--- config.mk ---
export PLATFORM = sky130hd
export DESIGN_NAME = expWindowDecode
export DESIGN_NICKNAME = d
export VERILOG_FILES = /design/src/rtl/expDecPkg.sv /design/src/rtl/expDecCtrl.sv /design/src/rtl/expDecPath.sv /design/src/rtl/expWindowDecode.sv
export SDC_FILE = /design/constraint.sdc
export NUM_CORES = 1
export LEC_CHECK = 0
export BUFFER_PORTS_ARGS = -buffer_cell sky130_fd_sc_hd__buf_2
export CORE_ASPECT_RATIO = 1.25
export CORE_MARGIN = 2
export CORE_UTILIZATION = 34
export DETAILED_ROUTE_END_ITERATION = 10
export PLACE_DENSITY = 0.68
export SYNTH_ARGS = -nofsm -noshare
export SYNTH_HDL_FRONTEND = slang
export SYNTH_HIERARCHICAL = 1
export SYNTH_SLANG_ARGS = --single-unit
--- constraint.sdc ---
create_clock -name clk -period 2.3 [get_ports clk]
set_input_delay 0.46 -clock clk [delete_from_list [all_inputs] [get_ports clk]]
set_output_delay 0.46 -clock clk [all_outputs]
set_load 0.005 [all_outputs]
--- src/rtl/expDecPkg.sv ---
package expDecPkg;
  typedef struct packed {
    logic active;
    logic selCart;
    logic selRom;
    logic selPrg;
    logic selWord;
    logic openRead;
    logic dropWrite;
  } decStrobe_t;
endpackage

--- src/rtl/expDecCtrl.sv ---
module expDecCtrl
  import expDecPkg::*;
#(
  parameter int BANK_W   = 2,
  parameter int CTL_W    = 2,
  parameter int REG_W    = 8,
  parameter int BANK_LSB = 6
) (
  input  logic              clk,
  input  logic              rstN,
  input  logic              halfBit,
  input  logic              wordAreaBit,
  input  logic              prgBit,
  input  logic              byteStb,
  input  logic              wordStb,
  input  logic              isWrite,
  input  logic              bootCart,
  input  logic              ctlWe,
  input  logic [CTL_W-1:0]  ctlIn,
  input  logic              bankWe,
  input  logic [REG_W-1:0]  bankIn,
  output decStrobe_t        strobe,
  output logic [BANK_W-1:0] bankSel
);
  localparam logic [CTL_W-1:0] SUB_RUNNING = CTL_W'(1);

  logic [CTL_W-1:0]  ctlQ;
  logic [BANK_W-1:0] bankQ;
  logic              inExp;
  logic              prgGated;

  always_ff @(posedge clk or negedge rstN) begin
    if (!rstN) begin
      ctlQ  <= '0;
      bankQ <= '0;
    end else begin
      if (ctlWe)  ctlQ  <= ctlIn;
      if (bankWe) bankQ <= bankIn[BANK_LSB +: BANK_W];
    end
  end

  assign bankSel  = bankQ;
  assign inExp    = (halfBit == bootCart);
  assign prgGated = (ctlQ == SUB_RUNNING);

  always_comb begin
    strobe = '0;
    if (byteStb || wordStb) begin
      strobe.active = 1'b1;
      if (!inExp) begin
        strobe.selCart = 1'b1;
      end else if (wordAreaBit) begin
        strobe.selWord = 1'b1;
      end else if (!prgBit) begin
        if (isWrite) strobe.dropWrite = 1'b1;
        else         strobe.selRom    = 1'b1;
      end else if (prgGated) begin
        if (isWrite) strobe.dropWrite = 1'b1;
        else         strobe.openRead  = 1'b1;
      end else begin
        strobe.selPrg = 1'b1;
      end
    end
  end


  bank_hold_chk: assert property (@(posedge clk) disable iff (!rstN)
    !bankWe |=> $stable(bankQ));


  ctl_hold_chk: assert property (@(posedge clk) disable iff (!rstN)
    !ctlWe |=> $stable(ctlQ));
endmodule

--- src/rtl/expDecPath.sv ---
module expDecPath
  import expDecPkg::*;
#(
  parameter int OFS_W  = 22,
  parameter int BANK_W = 2,
  parameter int ROM_AW = 17,
  parameter int ERR_W  = 8,
  parameter int DATA_W = 16
) (
  input  logic              clk,
  input  logic              rstN,
  input  decStrobe_t        strobeIn,
  input  logic [OFS_W-1:0]  addrIn,
  input  logic [BANK_W-1:0] bankSel,
  input  logic              wordStb,
  output logic              selCart,
  output logic              selRom,
  output logic              selPrg,
  output logic              selWord,
  output logic [OFS_W-1:0]  memOffset,
  output logic              laneHi,
  output logic              laneLo,
  output logic              voidCycle,
  output logic [DATA_W-1:0] openData,
  output logic [ERR_W-1:0]  errCount
);
  localparam logic [ERR_W-1:0] ERR_MAX = '1;

  logic [OFS_W-1:0] ofsNext;
  logic             hiNext;
  logic             loNext;

  always_comb begin
    ofsNext = '0;
    if (strobeIn.selCart)      ofsNext = addrIn;
    else if (strobeIn.selRom)  ofsNext = OFS_W'(addrIn[ROM_AW-1:0]);
    else if (strobeIn.selPrg)  ofsNext = OFS_W'({bankSel, addrIn[ROM_AW-1:0]});
    else if (strobeIn.selWord) ofsNext = OFS_W'(addrIn[ROM_AW:0]);
  end

  assign hiNext = strobeIn.active && (wordStb || !addrIn[0]);
  assign loNext = strobeIn.active && (wordStb ||  addrIn[0]);

  always_ff @(posedge clk or negedge rstN) begin
    if (!rstN) begin
      selCart   <= 1'b0;
      selRom    <= 1'b0;
      selPrg    <= 1'b0;
      selWord   <= 1'b0;
      memOffset <= '0;
      laneHi    <= 1'b0;
      laneLo    <= 1'b0;
      voidCycle <= 1'b0;
      openData  <= '0;
      errCount  <= '0;
    end else begin
      selCart   <= strobeIn.selCart;
      selRom    <= strobeIn.selRom;
      selPrg    <= strobeIn.selPrg;
      selWord   <= strobeIn.selWord;
      memOffset <= ofsNext;
      laneHi    <= hiNext;
      laneLo    <= loNext;
      voidCycle <= strobeIn.openRead || strobeIn.dropWrite;
      openData  <= strobeIn.openRead ? '1 : '0;
      if (strobeIn.dropWrite && errCount != ERR_MAX)
        errCount <= errCount + 1'b1;
    end
  end


  err_mono_chk: assert property (@(posedge clk) disable iff (!rstN)
    1'b1 |=> errCount >= $past(errCount));


  idle_chk: assert property (@(posedge clk) disable iff (!rstN)
    !strobeIn.active |=> !(laneHi || laneLo || voidCycle));


  lane_chk: assert property (@(posedge clk) disable iff (!rstN)
    (selCart || selRom || selPrg || selWord || voidCycle) |-> (laneHi || laneLo));
endmodule

--- src/rtl/expWindowDecode.sv ---
module expWindowDecode
  import expDecPkg::*;
#(
  parameter int ADDR_W = 24,
  parameter int BANK_W = 2,
  parameter int CTL_W  = 2,
  parameter int REG_W  = 8,
  parameter int ERR_W  = 8,
  parameter int DATA_W = 16
) (
  input  logic              clk,
  input  logic              rstN,
  input  logic [ADDR_W-1:0] cpuAddr,
  input  logic              byteStb,
  input  logic              wordStb,
  input  logic              isWrite,
  input  logic              bootCart,
  input  logic              ctlWe,
  input  logic [CTL_W-1:0]  ctlIn,
  input  logic              bankWe,
  input  logic [REG_W-1:0]  bankIn,
  output logic              selCart,
  output logic              selRom,
  output logic              selPrg,
  output logic              selWord,
  output logic [ADDR_W-3:0] memOffset,
  output logic              laneHi,
  output logic              laneLo,
  output logic              voidCycle,
  output logic [DATA_W-1:0] openData,
  output logic [ERR_W-1:0]  errCount
);
  localparam int OFS_W    = ADDR_W - 2;
  localparam int HALF_BIT = ADDR_W - 2;
  localparam int WRAM_BIT = ADDR_W - 3;
  localparam int ROM_AW   = 17;

  decStrobe_t        strobe;
  logic [BANK_W-1:0] bankSel;
  logic              addrUnused;

  assign addrUnused = cpuAddr[ADDR_W-1];

  expDecCtrl #(
    .BANK_W(BANK_W), .CTL_W(CTL_W), .REG_W(REG_W), .BANK_LSB(REG_W - BANK_W)
  ) ctrl (
    .clk(clk), .rstN(rstN),
    .halfBit(cpuAddr[HALF_BIT]), .wordAreaBit(cpuAddr[WRAM_BIT]),
    .prgBit(cpuAddr[ROM_AW]),
    .byteStb(byteStb), .wordStb(wordStb), .isWrite(isWrite),
    .bootCart(bootCart), .ctlWe(ctlWe), .ctlIn(ctlIn),
    .bankWe(bankWe), .bankIn(bankIn),
    .strobe(strobe), .bankSel(bankSel)
  );

  expDecPath #(
    .OFS_W(OFS_W), .BANK_W(BANK_W), .ROM_AW(ROM_AW),
    .ERR_W(ERR_W), .DATA_W(DATA_W)
  ) path (
    .clk(clk), .rstN(rstN), .strobeIn(strobe),
    .addrIn(cpuAddr[OFS_W-1:0]), .bankSel(bankSel), .wordStb(wordStb),
    .selCart(selCart), .selRom(selRom), .selPrg(selPrg), .selWord(selWord),
    .memOffset(memOffset), .laneHi(laneHi), .laneLo(laneLo),
    .voidCycle(voidCycle), .openData(openData), .errCount(errCount)
  );


  sel_onehot_chk: assert property (@(posedge clk) disable iff (!rstN)
    $onehot0({selCart, selRom, selPrg, selWord, voidCycle}));


  open_data_chk: assert property (@(posedge clk) disable iff (!rstN)
    (openData != '0) |-> (voidCycle && !laneHi == !laneHi));
endmodule

==> results.md, run 1 <==
* TritonCTS clock tree: yes
* Iteration count of the initial detailed-routing pass at 4
* Cts bufs inserted at 5
* # DRC at 0
* Non-filler cells, final at approximately 280
* Pwr dens at about 750 nW/um^2
* WL per Instance at 11.56 um
* Filler cell count at between 400 and 500
* Crit-path cells: nand2b_1 > a2111oi_2 > buf_4 > nand4_2 > nor3_2 > mux2_1
* Nets at approximately 260
* Die Wd at 68.36 um
* Slew HR at about three quarters
* Input/output buffers at a little under 90
* Total grt overflow at 0
* Buf/Inv on CP at 1
* Fin. max-slew vios at 0
* Synth Area per Inst at around 13 um^2
* Synth Instances at approximately 140
* Die ar. at 5773 um^2
* Slowest-stage cell, CP: dfrtp_1
* Synth Area in Adders at less than 1%
* Initial antenna violation count at 0
* Compound-cell area share of the yosys netlist at under 10%
* Synth Flop Type: dfrtp_1
* Critical path start-end classification: flip-flop to flip-flop
* Worst hold path class: input pin to asynchronous set/reset pin
* Worst reg-to-reg path cell count at 6
* Worst R2R End: path/errCount[7]$_DFFE_PN0P_
* Post-synthesis mux area share at under 10%
* Crit. End Element: flip-flop
* Async S/R FF share, synth at between 90% and 100%
* WHS at ~120 ps
* Placer Congestion at 0.7641
* CP Data Arrival Time at 2130 ps
* Post-Synth Simple-Gate Area at approximately 18%
* Worst slew pin tran at around 360 ps
* Area delta synth->final at 31.20%
* Worst Setup Start Kind: flip-flop
* Fmax at between 500 and 600 MHz
* CTS HTree Levels at 2
* Outcome: completed
* Die H at between 80 and 90 um
* Via count at ~1300
* Maxcap violations at 0
* CTS Sinks at 42
* Final Power at between 1500 and 2000 uW
* Vias in the first global route at around 1300
* Number of synthesized flops with an enable pin at 0
* Xor-xnor portion of the synthesized cell area at roughly 2.4%
* RSZ-0062 raised after global routing: no
* Post-DRT Antenna Nets at 0
* Setup violators final at 0
* Slowest stage delay, CP at roughly 380 ps
* Core box area at 5044 um^2
* Post-cts repair resize count at 0
* Hold-fix buffers at CTS at 0
* Initial DRC Count at 44
* Detailed placement HPWL at about 2500 um
* Final cycle utilization of the critical path at approximately 85%
* Placed Cells at 276
* Root Buffer: clkbuf_8
* R2r setup slk at about 340 ps
* Initial Util at between 30% and 40%
* Post-Route WL at approximately 3300 um
* Reg2reg start: ctrl/ctlQ[1]$_DFFE_PN0P_
* Post-CTS Setup Inserts at 0
* Worst Skew at around 4.7 ps
* Clock tree buffer depth at 2
* VDD IR max at 0.0004193 V
* Setup TNS at 0 ps
* Post-layout min period at just under 2000 ps
* Static Leak at ~0.0012 uW
* Main combinational cell family by area after synthesis: simple AND/OR/NAND/NOR gates
* Worst setup path startpoint: ctrl/ctlQ[1]$_DFFE_PN0P_
* IO Count at 95
* Via density at ~4.5
* Antenna cell count at 0
* Fin. Hold Viols at 0
* Clock latency on the worst-skew pair at approximately 280 ps
* Ys Warns at 6
* Distinct cells, synth at 39
* Delay-heaviest family, CP: simple AND/OR/NAND/NOR gates
* Share of the yosys chip area belonging to registers at between 50% and 60%
* Share of layout cells above drive strength 1 at slightly above 50%
* First-pass GRT wire length at between 5000 and 6000 um
* Commonest non-fill, non-tap cell in the layout: buf_2
* Worst-path clk slew at approximately 80 ps
* Commonest cells after routing, fill and taps aside: buf_2 (87), dfrtp_1 (42), nor2b_1 (17), nand2_1 (9)
* Tot GR Track Use at between 10% and 20%
* Site Rows at 29
* Max FO, Critical Path at 7
* Syn_nets at around 180
* Number of synthesized register bits at 42
* Largest net degree at the start of global routing at 43
* Mapped Area at between 1500 and 2000 um^2
* Worst EP required at between 2000 and 2500 ps
## metal layers
layer / up-vias / share of wire (%) / global-route usage, % / wire [um]
met3: 4 / 11 / 5.764 / 354
met1: 584 / 40 / 13.91 / 1318
li1: 616 / - / - / -
met4: 0 / 1.4 / 5.455 / 46
met5: - / 0 / 0 / 0
met2: 67 / 48 / 20.04 / 1565
## worst max path at each step
stage | end | slack, ps | cells after the start
final | path/errCount[7]$_DFFE_PN0P_ | 340 | 6
after CTS | path/errCount[7]$_DFFE_PN0P_ | 310 | 6
after global routing | path/errCount[7]$_DFFE_PN0P_ | 200 | 6
after global placement | path/errCount[7]$_DFFE_PN0P_ | 170 | 7
after detailed placement | path/errCount[7]$_DFFE_PN0P_ | 140 | 7
after floorplan | path/errCount[7]$_DFFE_PN0P_ | 210 | 5
## power by group
group / switching, uW / leakage [uW] / total, uW / internal [uW]
registers: 64.1 / 0.000534 / 884 / 820
clock network: 242 / 0.0000514 / 566 / 324
logic: 139 / 0.000631 / 287 / 148
total: 445 / 0.00122 / 1740 / 1290
## cell type report
class                           count  area [um^2]  share of cell area [%]
Timing Repair Buffer               92        485.5                   21.02
Tap cell                           62        77.57                   3.359
Multi-Input combinational cell     77        574.3                   24.86
Inverter                            3        11.26                  0.4875
Clock inverter                      2        37.54                   1.625
Clock buffer                        6        72.57                   3.142
Sequential cell                    42         1051                   45.50
## kinds of logic after synthesis
group / Yosys count
AOI/OAI and AO/OA: 15
muxes: 7
and+or+nand+nor: 50
DFF: 42
adders and majority gates: 1
buffers and inverters: 19
xor gates and xnor gates: 4
## cell usage after synthesis, drive strengths merged (3+ instances only)
cell	n	area [um^2]
a21oi	4	20.02
mux2	6	67.56
and2	4	25.02
xor2	3	33.79
o21ai	4	20.01
nand2	9	33.78
dfrtp	42	1051
buf	16	123.9
inv	3	11.26
nor3	3	20.02
nand4	3	25.02
nor2b	17	106.4
## flip-flops by register name, summed over array words and instances, names as in the netlist
signal	flops
path/memOffset	22
path/errCount	8
ctrl/bankSel	2
ctrl/ctlQ	2
path/laneHi	1
path/laneLo	1
path/openData	1
path/selCart	1
path/selPrg	1
path/selRom	1
path/selWord	1
path/voidCycle	1
## per-stage QoR
step | cell area (um^2) | util [%] | setup slack [ps]
floorplan | 1760 | - | 213.7
global placement | 2200 | 43.61 | 174.7
detailed placement | 2200 | 43.61 | 135.5
CTS | 2310 | 45.80 | 313.6
global route | 2310 | 45.80 | 201.4
finish | 2310 | 45.80 | 343.3
No activity file was read; power rests on OpenSTA's default activity.
==> run 2, diff against run 1 <==
CTS_BUF_LIST = sky130_fd_sc_hd__clkbuf_8   (was unset)
==> run 2 against run 1 <==
  * Largest cell class unchanged
  * Clock power is 0.7% lower
  * Cell area unchanged
  * Die area unchanged
  * Global-route usage unchanged
  * Critical path depth is the same
  * Power fell by 0.24%
  * Critical endpoint unchanged
  * First-iteration DRC count unchanged
==> results.md, run 2 (synthesis gave the netlist of run 1 again) <==
* Critical path start-end classification: flip-flop to flip-flop (unchanged)
* Initial DRC Count at 44 (unchanged)
* Via density at 4.475 (unchanged)
* Largest net degree at the start of global routing at 43 (unchanged)
* Combinational share of power at 16.5% (about the same)
* Commonest non-fill, non-tap cell in the layout: buf_2 (unchanged)
* Total grt overflow at 0 (unchanged)
* Setup violators final at 0 (unchanged)
* Site Rows at 29 (unchanged)
* Max FFs per register at 22 (unchanged)
* Worst Skew at 4.811 ps (was 4.750 ps)
* Initial Util at 34.90% (unchanged)
* Die Wd at 68.36 um (unchanged)
* Sequential power share at 51.0% (was 50.9%)
* TritonCTS clock tree: yes (unchanged)
* Worst-path clk slew at 80 ps (about the same)
* Commonest cells after routing, fill and taps aside: buf_2 (87), dfrtp_1 (42), nor2b_1 (17), nand2_1 (9) (unchanged)
* Placer Congestion at 0.7641 (unchanged)
* Routed wl met2 at 1565 um (unchanged)
* VDD IR max at 0.0004193 V (unchanged)
* Fmax at 511.0 MHz (was 511.1 MHz)
* Core box area at 5044 um^2 (unchanged)
* WL per Instance at 11.56 um (about the same)
* Detailed placement HPWL at 2522 um (unchanged)
* Share of layout cells above drive strength 1 at 51.35% (unchanged)
* First-pass GRT wire length at 5437 um (unchanged)
* Reg with most FFs: path/memOffset (unchanged)
* Vias in the first global route at 1278 (unchanged)
* Post-DRT Antenna Nets at 0 (unchanged)
* Via count at 1271 (unchanged)
* Die H at 84.45 um (unchanged)
* Max FO, Critical Path at 7 (unchanged)
* Die ar. at 5773 um^2 (unchanged)
* Sw Ratio at 25.72% (was 25.65%)
* P_sw at 445.5 uW (was 445.3 uW)
* Cts bufs inserted at 5 (unchanged)
* # DRC at 0 (unchanged)
* Static Leak at 0.001220 uW (was 0.001216 uW)
* Post-cts repair resize count at 0 (unchanged)
* Tot GR Track Use at 12.49% (unchanged)
* Top sig layer: met4 (unchanged)
* Input/output buffers at 87 (unchanged)
* Worst Setup Start Kind: flip-flop (unchanged)
* Outcome: completed (unchanged)
* CTS HTree Levels at 2 (unchanged)
* Clock tree buffer depth at 2 (unchanged)
* Root Buffer: clkbuf_8 (unchanged)
* RSZ-0062 raised after global routing: no (unchanged)
* Register area at 1051 um^2 (unchanged)
* Multi-input logic area at 574.3 um^2 (unchanged)
* Clock power frac at 32.4% (was 32.6%)
* Nets at 264 (unchanged)
* Placed Cells at 276 (unchanged)
* Worst EP required at 2470 ps (about the same)
* Worst hold path class: input pin to asynchronous set/reset pin (unchanged)
* Fin. Hold Viols at 0 (unchanged)
* WL met3 at 354 um (unchanged)
* Post-layout min period at 1957 ps (about the same)
* WL met1 at 1317 um (was 1318 um)
* IO Count at 95 (unchanged)
* Final cycle utilization of the critical path at 85.09% (was 85.07%)
* Maxcap violations at 0 (unchanged)
* Crit. End Element: flip-flop (unchanged)
* Internal power at 1287 uW (was 1291 uW)
* Hold-fix buffers at CTS at 0 (unchanged)
* Post-Route WL at 3283 um (was 3284 um)
* Worst slew pin tran at 358.3 ps (unchanged)
* Post-CTS Setup Inserts at 0 (unchanged)
* Largest regs: path/memOffset: 22 flops, path/errCount: 8 flops (unchanged)
* Pwr dens at 749.9 nW/um^2 (was 751.7 nW/um^2)
* Area delta synth->final at 31.20% (unchanged)
* Fin. max-slew vios at 0 (unchanged)
* Non-filler cells, final at 284 (unchanged)
* Clock latency on the worst-skew pair at 280 ps (about the same)
* Setup TNS at 0 ps (unchanged)
* CTS Sinks at 42 (unchanged)
* Initial antenna violation count at 0 (unchanged)
* CP Data Arrival Time at 2130 ps (about the same)
* Slew HR at 76.10% (unchanged)
* Iteration count of the initial detailed-routing pass at 4 (unchanged)
* Filler cell count at 476 (unchanged)
* Antenna cell count at 0 (unchanged)
## run 2: stage by stage
step	instance area [um^2]	hold WS, ps	worst slack [ps]	power, uW	util (%)
after floorplan	1760	164.4	213.7	1029	-
after global routing	2310	146.5	201.1	1825	45.80
after global placement	2200	446.4	174.7	1184	43.61
after CTS	2310	132.8	313.3	1757	45.80
final	2310	123.7	343.0	1732	45.80
after detailed placement	2200	449.4	135.5	1189	43.61
## run 2: power by group through the flow
stage	Combinational, uW	Clock [uW]	Sequential [uW]
final	287	562	884
after floorplan	129	0	899
after CTS	292	579	885
after detailed placement	291	0	897
after global placement	290	0	894
after global routing	323	608	894
## run 2: path summary, 6_finish.rpt
check	start	to	slack, ps	depth (start not counted)
max	ctrl/ctlQ[1]$_DFFE_PN0P_	path/errCount[7]$_DFFE_PN0P_	340	6
min	rstN	path/laneLo$_DFF_PN0_	120	2
max reg2reg	ctrl/ctlQ[1]$_DFFE_PN0P_	path/errCount[7]$_DFFE_PN0P_	340	6
min reg2reg	ctrl/ctlQ[1]$_DFFE_PN0P_	ctrl/ctlQ[1]$_DFFE_PN0P_	520	1
max in group asynchronous	rstN	path/memOffset[21]$_DFF_PN0_	1970	2
min in group clk	cpuAddr[0]	path/laneHi$_DFF_PN0_	370	2
## run 2: layout make-up
cell class / instances / share of cell area [%]
flip-flops and latches: 42 / 45.50
well taps: 62 / 3.359
inverters: 3 / 0.4875
repair buffers: 92 / 21.02
multi-input cells: 77 / 24.86
clock inverters: 3 / 1.788
clock buffers: 5 / 2.979
## run 2: critical path, cell delays in order, from the launching register on
cell	delay, ps
dfrtp_1	380
nand2b_1	160
a2111oi_2	360
buf_4	210
nand4_2	170
nor3_2	220
mux2_1	340
## run 2: layer usage
layer  global-route usage (%)  up-vias
met5                        0        -
met4                    5.455        0
met3                    5.764        4
met2                    20.04       67
met1                    13.91      584
li1                         -      616
==> run 3, diff against run 2 <==
--- a/config.mk
+++ b/config.mk
@@ -12,5 +12,5 @@
 export CTS_BUF_LIST = sky130_fd_sc_hd__clkbuf_8
 export DETAILED_ROUTE_END_ITERATION = 10
-export PLACE_DENSITY = 0.68
+export PLACE_DENSITY = 0.7
 export SYNTH_ARGS = -nofsm -noshare
 export SYNTH_HDL_FRONTEND = slang
==> constraint.sdc (replaced) <==
create_clock -name clk -period 1.6 [get_ports clk]
set_input_delay 0 -clock clk [delete_from_list [all_inputs] [get_ports clk]]
set_output_delay 0 -clock clk [all_outputs]
set_load 0.005 [all_outputs]
==> run 3 against run 2 <==
  * The run now ends with setup timing left
  * Register-to-register slack got worse by 350 ps
  * Cell area increased by 17%
  * Clock skew decreased by 1.5 ps
  * Power increased by 49%
  * Sequential power increased by 43%
  * Sequential cell count unchanged
  * Clock power increased by 40%
  * Count of clock-buffer cells in the layout unchanged
  * Critical path depth decreased by 1
  * Via count increased by 11%
  * Setup slack got worse by 350 ps
==> results.md, run 3 (synthesis gave the netlist of run 1 again) <==
* Outcome: complete, but fails checks (was completed)
* Failing checks: setup timing
* WHS at 9.345 ps (was 123.7 ps)
* Clock tree buffer depth at 2 (unchanged)
* Site Rows at 29 (unchanged)
* Vias in the first global route at 1486 (was 1278)
* Fmax at 622.4 MHz (was 511.0 MHz)
* # DRC at 0 (unchanged)
* Largest regs: path/memOffset: 22 flops, path/errCount: 8 flops (unchanged)
* Root Buffer: clkbuf_8 (unchanged)
* Initial DRC Count at 42 (was 44)
* WL met1 at 1431 um (was 1317 um)
* Post-layout min period at 1607 ps (was 1957 ps)
* Total grt overflow at 0 (unchanged)
* Final cycle utilization of the critical path at 100.4% (was 85.09%)
* Final Power at 2584 uW (was 1732 uW)
* Worst-path clk slew at 70 ps (was 80 ps)
* Input/output buffers at 87 (unchanged)
* Die H at 84.45 um (unchanged)
* Multi-input logic area at 609.3 um^2 (was 574.3 um^2)
* Routed wl met2 at 2099 um (was 1565 um)
* Slowest stage delay, CP at 380 ps (about the same)
* Crit-path cells: nand2b_4 > a2111oi_4 > nand4_2 > nor3_2 > mux2_4 (was nand2b_1 > a2111oi_2 > buf_4 > nand4_2 > nor3_2 > mux2_1)
* WL met3 at 298 um (was 354 um)
* Crit. End Element: flip-flop (unchanged)
* RSZ-0062 raised after global routing: yes (was no)
* Post-DRT Antenna Nets at 0 (unchanged)
* Cts bufs inserted at 5 (unchanged)
* Top sig layer: met4 (unchanged)
* Fin worst setup slack at -6.599 ps (was 343.0 ps)
* Worst Setup Start Kind: flip-flop (unchanged)
* Commonest non-fill, non-tap cell in the layout: buf_2 (unchanged)
* Worst slew pin tran at 396.7 ps (was 358.3 ps)
* Setup violators final at 1 (was 0)
* Critical path start-end classification: flip-flop to flip-flop (unchanged)
* Filler cell count at 435 (was 476)
* Slew HR at 73.55% (was 76.10%)
* Tot GR Track Use at 15.00% (was 12.49%)
* Post-Route WL at 3888 um (was 3283 um)
* Worst hold path class: input pin to flip-flop (was input pin to asynchronous set/reset pin)
* Placer Congestion at 0.7390 (was 0.7641)
* Worst Skew at 3.270 ps (was 4.811 ps)
* Register area at 1051 um^2 (unchanged)
* Max FFs per register at 22 (unchanged)
* Commonest cells after routing, fill and taps aside: buf_2 (87), dfrtp_1 (42), dlygate4sd3_1 (30), nor2b_1 (17), buf_4 (12) (was buf_2 (87), dfrtp_1 (42), nor2b_1 (17), nand2_1 (9))
* Area delta synth->final at 53.45% (was 31.20%)
* WL per Instance at 12.07 um (was 11.56 um)
* Pwr dens at 956.6 nW/um^2 (was 749.9 nW/um^2)
* Die Wd at 68.36 um (unchanged)
* Fin. max-slew vios at 0 (unchanged)
* Antenna cell count at 0 (unchanged)
* R2r setup slk at -7 ps (was 340 ps)
* Worst R2R End: path/errCount[7]$_DFFE_PN0P_ (unchanged)
* First-pass GRT wire length at 6486 um (was 5437 um)
* Max FO, Critical Path at 2 (was 7)
* Detailed placement HPWL at 2698 um (was 2522 um)
* Nets at 302 (was 264)
* Initial antenna violation count at 0 (unchanged)
* Worst reg-to-reg path cell count at 5 (was 6)
* Via count at 1416 (was 1271)
* Reg with most FFs: path/memOffset (unchanged)
* Initial Util at 34.90% (unchanged)
* Largest net degree at the start of global routing at 18 (was 43)
* Cell Area, Placed at 2265 um^2 (was 2200 um^2)
* CTS HTree Levels at 2 (unchanged)
* Core box area at 5044 um^2 (unchanged)
* Cell area after layout at 2701 um^2 (was 2310 um^2)
* Via density at 4.398 (was 4.475)
* Hold depth at 2
* VDD IR max at 0.0006262 V (was 0.0004193 V)
* Share of layout cells above drive strength 1 at 47.69% (was 51.35%)
* CP Data Arrival Time at 1780 ps (was 2130 ps)
* Maxcap violations at 0 (unchanged)
* Slowest-stage cell, CP: dfrtp_1 (unchanged)
* Iteration count of the initial detailed-routing pass at 4 (unchanged)
* Worst EP required at 1770 ps (was 2470 ps)
* Clock latency on the worst-skew pair at 290 ps (was 280 ps)
* Reg2reg start: ctrl/ctlQ[1]$_DFFE_PN0P_ (unchanged)
* IO Count at 95 (unchanged)
* Die ar. at 5773 um^2 (unchanged)
* Min-delay src: wordStb
* Static Leak at 0.001394 uW (was 0.001220 uW)
* Fin. Hold Viols at 0 (unchanged)
* CTS Sinks at 42 (unchanged)
* Hold Crit Endpoint: path/laneLo$_DFF_PN0_
* TritonCTS clock tree: yes (unchanged)
==> run 3: worst max-delay path by stage <==
stage	to	slack, ps	start	depth (start not counted)
3_3_place_gp	path/errCount[7]$_DFFE_PN0P_	40	ctrl/ctlQ[1]$_DFFE_PN0P_	5
6_report	path/errCount[7]$_DFFE_PN0P_	-7	ctrl/ctlQ[1]$_DFFE_PN0P_	5
5_1_grt	path/errCount[5]$_DFFE_PN0P_	-80	ctrl/ctlQ[1]$_DFFE_PN0P_	6
2_1_floorplan	path/errCount[7]$_DFFE_PN0P_	-100	ctrl/ctlQ[1]$_DFFE_PN0P_	5
3_5_place_dp	path/errCount[7]$_DFFE_PN0P_	5	ctrl/ctlQ[1]$_DFFE_PN0P_	5
4_1_cts	path/errCount[7]$_DFFE_PN0P_	-10	ctrl/ctlQ[1]$_DFFE_PN0P_	5
==> run 3: per-layer routing <==
metal | track usage (%) | vias to the layer above
met4 | 6.000 | 0
met1 | 15.62 | 657
met3 | 4.960 | 5
met5 | 0 | -
li1 | - | 694
met2 | 26.74 | 60
==> run 3: repair_timing <==
| action | CTS | global route |
|---|---|---|
| endpoints found under the setup margin | 2 | 6 |
| buffers inserted | 0 | 2 |
| pin swaps | 0 | 1 |
| endpoints found under the hold margin | 42 | 0 |
| resized for setup | 0 | 3 |
| hold buffers | 30 | 0 |
==> run 3: report_power, final <==
group	leakage, uW	switching [uW]	internal (uW)	total [uW]
clock network	0.0000607	331	454	785
registers	0.000534	77.4	1180	1260
logic	0.000799	237	305	543
==> run 3: area by class of cell <==
| class | count | area share (%) |
|---|---|---|
| inverter | 3 | 0.4169 |
| tap | 62 | 2.872 |
| clock inverter | 3 | 1.390 |
| sequential | 42 | 38.91 |
| timing repair buffer | 130 | 31.31 |
| clock buffer | 5 | 2.547 |
| multi-input combinational | 77 | 22.56 |
==> run 3: per-stage QoR <==
step                      setup slack [ps]  setup TNS [ps]  instances  util, %
after floorplan                     -99.80          -99.80        138        -
after global placement               39.00               0        282    44.90
after detailed placement             5.407               0        282    44.90
after CTS                           -14.98          -24.35        320    52.96
after global routing                -77.57          -358.9        322    53.56
final                               -6.599          -6.599        322    53.56
==> run 3: critical path, delay by kind of cell, from the launching register on <==
family | cells | cell delay [ps]
mux | 1 | 320
compound gates | 1 | 330
simple gates | 3 | 460
flops | 1 | 380
